**config.mk**
```make
export PLATFORM = sky130hd
export DESIGN_NAME = flash_range_seq
export DESIGN_NICKNAME = d
export VERILOG_FILES = /design/src/rtl/flash_range_seq.sv
export SDC_FILE = /design/constraint.sdc
export NUM_CORES = 1
export LEC_CHECK = 0
export BUFFER_PORTS_ARGS = -buffer_cell sky130_fd_sc_hd__buf_4
export CAP_MARGIN = 20
export CORE_MARGIN = 5
export CORE_UTILIZATION = 40
export DETAILED_ROUTE_END_ITERATION = 10
export MAX_ROUTING_LAYER = met4
export PLACE_DENSITY_LB_ADDON = 0.08
export SETUP_SLACK_MARGIN = 0.1
export SYNTH_ARGS = -nofsm -noshare
export SYNTH_HDL_FRONTEND = slang
export SYNTH_SLANG_ARGS = --single-unit
```
**constraint.sdc**
```tcl
create_clock -name clk -period 2 [get_ports clk]
set_clock_uncertainty 0.1 [all_clocks]
set_input_delay 0 -clock clk [delete_from_list [all_inputs] [get_ports clk]]
set_output_delay 0 -clock clk [all_outputs]
set_load 0.01 [all_outputs]
```
**src/rtl/flash_range_seq.sv**
```systemverilog
module flash_range_seq #(
  parameter int AW = 12,
  parameter int DW = 8
) (
  input  logic          clk,
  input  logic          rst_n,
  input  logic          reg_we,
  input  logic [1:0]    reg_sel,
  input  logic [DW-1:0] reg_wdata,
  input  logic          cmd_start,
  input  logic [1:0]    cmd_op,
  output logic          busy,
  output logic          done,
  output logic          op_strobe,
  output logic [AW-1:0] flash_addr,
  output logic          err
);
  localparam int BW = AW - DW;
  localparam logic [1:0] OP_ERASE = 2'd1;
  localparam logic [1:0] OP_BLANK = 2'd3;

  logic [DW-1:0] p_hi, p_lo, c_hi, c_lo;
  logic          lo_set, hi_set, busy_q, err_q;

  wire [AW-1:0] ptr   = {p_hi[BW-1:0], p_lo};
  wire [AW-1:0] limit = {c_hi[BW-1:0], c_lo};
  wire          hit   = (ptr == limit);
  wire          armed = lo_set && hi_set;

  wire bad_hi    = (p_hi[DW-1:BW] != '0) || (c_hi[DW-1:BW] != '0);
  wire bad_blk   = (c_hi[BW-1:0] != p_hi[BW-1:0]);
  wire bad_order = (p_lo > c_lo);
  wire bad_end   = ((cmd_op == OP_ERASE) && (c_lo != '0)) ||
                   ((cmd_op == OP_BLANK) && (c_lo != '1));
  wire illegal   = bad_hi || bad_blk || bad_order || bad_end;

  wire try_go = !busy_q && cmd_start && armed;
  wire go     = try_go && !illegal;
  wire wr     = !busy_q && reg_we;

  assign busy       = busy_q;
  assign done       = busy_q && hit;
  assign op_strobe  = busy_q;
  assign flash_addr = ptr;
  assign err        = err_q;

  always_ff @(posedge clk) begin
    if (busy_q && !hit)
      {p_hi[BW-1:0], p_lo} <= ptr + 1'b1;
    else if (wr && reg_sel == 2'd0)
      p_lo <= reg_wdata;
    else if (wr && reg_sel == 2'd1)
      p_hi <= reg_wdata;
  end

  always_ff @(posedge clk) begin
    if (!rst_n) begin
      c_lo   <= '0;
      c_hi   <= '0;
      lo_set <= 1'b0;
      hi_set <= 1'b0;
      busy_q <= 1'b0;
      err_q  <= 1'b0;
    end else begin
      if (wr && reg_sel == 2'd2) c_lo <= reg_wdata;
      if (wr && reg_sel == 2'd3) c_hi <= reg_wdata;
      if (wr && reg_sel == 2'd0) lo_set <= 1'b1;
      if (wr && reg_sel == 2'd1) hi_set <= 1'b1;
      if (try_go && illegal) err_q <= 1'b1;
      if (go) busy_q <= 1'b1;
      if (busy_q && hit) begin
        busy_q <= 1'b0;
        lo_set <= 1'b0;
        hi_set <= 1'b0;
      end
    end
  end
endmodule

```
==> metrics.md <==
| Metric | Value |
|---|---|
| Result of the run | finished clean |
| Seq/Total Area, Yosys | 46.04% |
| Highest routing layer actually used | met4 |
| Ys Warns | 0 |
| Number of cell rows | 25 |
| Timing-limited maximum frequency | 502.5 MHz |
| Clock root cell | sky130_fd_sc_hd__clkbuf_8 |
| Final design area excluding fillers | 2781 µm² |
| Buffers added on ports | 31 |
| Wire length on met3 | 186 µm |
| Syn avg cell area | 9.711 µm² |
| Clk_lat worst skew | 0.29 ns |
| Num CTS Buffers | 5 |
| Clock tree from TritonCTS | done |
| Fraction of post-synthesis cell area in the top cell type by area | 25.11% |
| Max VDD drop | 0.4800 mV |
| Level count of the clock H-tree | 2 |
| Part of the cycle the worst path needs | 99.50% |
| Register bit total from synthesis | 36 |
| Min Tclk post-route | 1.990 ns |
| Remaining global-route overflow | 0 |
| Proportion of register bits with asynchronous set or reset after synthesis | 0% |
| DR WL met2 | 2821 µm |
| Number of enable flip-flop cells after synthesis | 16 |
| Final Worst Setup Slack | 0.009969 ns |
| Detailed Route Iter0 Violations | 99 |
| Type of element capturing the critical path | flip-flop |
| Most common cell after layout, fill and taps aside | sky130_fd_sc_hd__buf_4 |
| Via count of the first global-routing pass | 1646 |
| Dpl ws | 0.03399 ns |
| Final setup vio count | 0 |
| Instance count along the most critical hold path | 4 |
| Largest net degree at the start of global routing | 20 |
| Power density of the placed cells | 570.4 nW/µm² |
| Required @ worst endpoint | 1.94 ns |
| Sink count of the clock tree | 36 |
| Classification of the worst setup path | reg2reg |
| Setup repair after global routing missed its margin | yes |
| Main flop type after synthesis | sky130_fd_sc_hd__dfxtp_1 |
| Area inside the core boundary | 4692 µm² |
| Depth of the worst register-to-register path | 6 |
| Number of antenna violations at the first check in global routing | 0 |
| Worst path arrival time | 1.93 ns |
| Critical-path cell list | ha_4, nand4_1, nor2_2, a21oi_2, buf_6, mux2_4 |
| Maximum clock path buffer count | 2 |
| First-pass GRT wire length | 8245 µm |
| Residual antenna-violating net count after detailed routing | 0 |
| Worst slew margin relative to its limit | 67.01% |
| Nets | 290 |
| Fraction of layout instances using a drive strength above 1 | 39.25% |
| Post-DR wirelength/cell | 17.37 µm |
| Combined area of all synthesized cells | 1913 µm² |
| Hold Vio Cnt, Final | 0 |
| Nature of the critical path startpoint | flip-flop |
| Leading cell types by total area after synthesis | sky130_fd_sc_hd__edfxtp_1 (25%), sky130_fd_sc_hd__dfxtp_1 (21%), sky130_fd_sc_hd__ha_1 (5.9%) |
| Io pins | 32 |
| Type of the worst min-delay path | in2reg |
| Detailed-placement wirelength estimate | 3887 µm |
| Overall power after layout | 0.001586 W |
| Initial core utilization | 40.77% |
| Area added between synthesis and finish | 45.39% |
| LEAKAGE | 1.064 nW |
| Antenna diode count | 0 |
| Slew at the pin closest to its max-slew limit | 0.4904 ns |
| Worst-path fanout max | 6 |
| Weighted congestion reported at the end of routability-driven placement | 0.8266 |
| Number of distinct library cells after synthesis | 37 |
| Clk slew on worst S/H paths | 0.07 ns |
| Total Routing Usage GR | 17.91% |
| Area of placed instances | 2332 µm² |
| Final Max Slew Viols | 0 |
| Die Footprint | 6266 µm² |
| Synthesized netlist net count | 222 |
| Slowest cell on crit path | sky130_fd_sc_hd__edfxtp_1 |
| Post-route DRC | 0 |
| Max cap viols | 0 |
| Count of mapped cells out of synthesis | 197 |
| Most frequent cells in the layout | sky130_fd_sc_hd__buf_4 (55), sky130_fd_sc_hd__nand2_1 (19), sky130_fd_sc_hd__dfxtp_1 (19) |
| DR vias | 1668 |
| Met1 wire length | 2466 µm |
| Post-detailed-routing wire length | 5541 µm |
| Count of TritonRoute iterations in the first routing pass | 4 |
| Largest stage delay on the critical path | 0.47 ns |
| Yosys top cell by area | sky130_fd_sc_hd__edfxtp_1 |
| Die Width | 79.16 µm |
| Filler instances | 405 |
| Per-cell via count in the routed design | 5.229 |
| Height of the chip | 79.16 µm |
## registers in the layout (all words and copies together) (netlist names)
name	cells
p_hi	8
c_hi	8
err	1
hi_set	1
c_lo	8
lo_set	1
busy	1
p_lo	8
## cells by family after synthesis
logic type	share of synthesized area, %
AND/OR/NAND/NOR	21.71
multiplexers	4.774
adder cells (fa/ha/maj)	5.886
buffers and inverters	4.840
flip-flops	46.04
XOR/XNOR	6.410
AO/OA/AOI/OAI	10.33
## layout make-up
type / instances / area (µm²) / share of cell area [%]
Clock buffer: 6 / 72.57 / 2.609
Clock inverter: 1 / 5.005 / 0.1799
Inverter: 9 / 33.78 / 1.215
Multi-Input combinational cell: 142 / 1122 / 40.35
Sequential cell: 36 / 882.1 / 31.71
Tap cell: 54 / 67.56 / 2.429
Timing Repair Buffer: 71 / 598.1 / 21.50
## per-stage QoR
stage / instances / hold WS, ns / util, % / setup TNS [ns]
floorplan: 197 / -0.001131 / - / 0
global placement: 291 / 0.1336 / 49.71 / 0
detailed placement: 291 / 0.1380 / 49.71 / 0
CTS: 313 / 0.04306 / 56.11 / 0
global route: 319 / 0.04799 / 59.28 / -0.2907
finish: 319 / 0.04775 / 59.28 / 0
## per-layer routing
metal  vias up  global-route usage (%)
met2        36                   30.39
met5         -                       -
met3         7                   3.855
met4         0                   5.326
met1       802                   21.37
li1        823                       -
## what timing repair did
action | in CTS | in global routing
buffers inserted | 5 | 5
endpoints found under the setup margin | 14 | 27
resized for setup | 20 | 17
pin swaps | 10 | 15
hold endpoints to repair | 28 | 0
gates cloned | 1 | 1
hold buffers | 9 | 0
## Yosys cell counts, types with 2 or more instances
| master | n |
|---|---|
| sky130_fd_sc_hd__dfxtp_1 | 20 |
| sky130_fd_sc_hd__nand2_1 | 20 |
| sky130_fd_sc_hd__edfxtp_1 | 16 |
| sky130_fd_sc_hd__nor2_1 | 16 |
| sky130_fd_sc_hd__a21oi_1 | 15 |
| sky130_fd_sc_hd__nor2b_1 | 10 |
| sky130_fd_sc_hd__ha_1 | 9 |
| sky130_fd_sc_hd__inv_1 | 9 |
| sky130_fd_sc_hd__nand3_1 | 9 |
| sky130_fd_sc_hd__xor2_1 | 9 |
| sky130_fd_sc_hd__a21boi_0 | 8 |
| sky130_fd_sc_hd__mux2i_1 | 8 |
| sky130_fd_sc_hd__buf_4 | 5 |
| sky130_fd_sc_hd__nand4_1 | 5 |
| sky130_fd_sc_hd__xnor2_1 | 5 |
| sky130_fd_sc_hd__and3_1 | 4 |
| sky130_fd_sc_hd__clkbuf_1 | 3 |
| sky130_fd_sc_hd__nor4_1 | 3 |
| sky130_fd_sc_hd__a21o_1 | 2 |
| sky130_fd_sc_hd__buf_2 | 2 |
| sky130_fd_sc_hd__nor3_1 | 2 |
| sky130_fd_sc_hd__o211ai_1 | 2 |
## worst max-delay path: cells and delay by family, from the launching register on
kind	cells	cell delay, ns
fa+ha+maj	1	0.31
mux	1	0.30
buf+inv	1	0.16
flops	1	0.47
simple gates	2	0.32
compound gates	1	0.09
## where the power goes
group / switching [W] / total, W / internal (W)
logic: 0.000133 / 0.000272 / 0.000139
registers: 0.0000218 / 0.000820 / 0.000799
clock network: 0.000257 / 0.000494 / 0.000237
total: 0.000412 / 0.00159 / 0.00117
## final timing paths
| kind | start | endpoint | slack (ns) |
|---|---|---|---|
| worst max-delay path | p_lo[7]$_DFFE_PP_ | p_lo[1]$_DFFE_PP_ | 0.01 |
| worst min-delay path | reg_sel[1] | lo_set$_SDFFE_PP0P_ | 0.05 |
| worst max register to register | p_lo[7]$_DFFE_PP_ | p_lo[1]$_DFFE_PP_ | 0.01 |
| worst min register to register | c_hi[7]$_SDFFE_PN0P_ | c_hi[7]$_SDFFE_PN0P_ | 0.37 |
(Power assumes the default switching activity.)
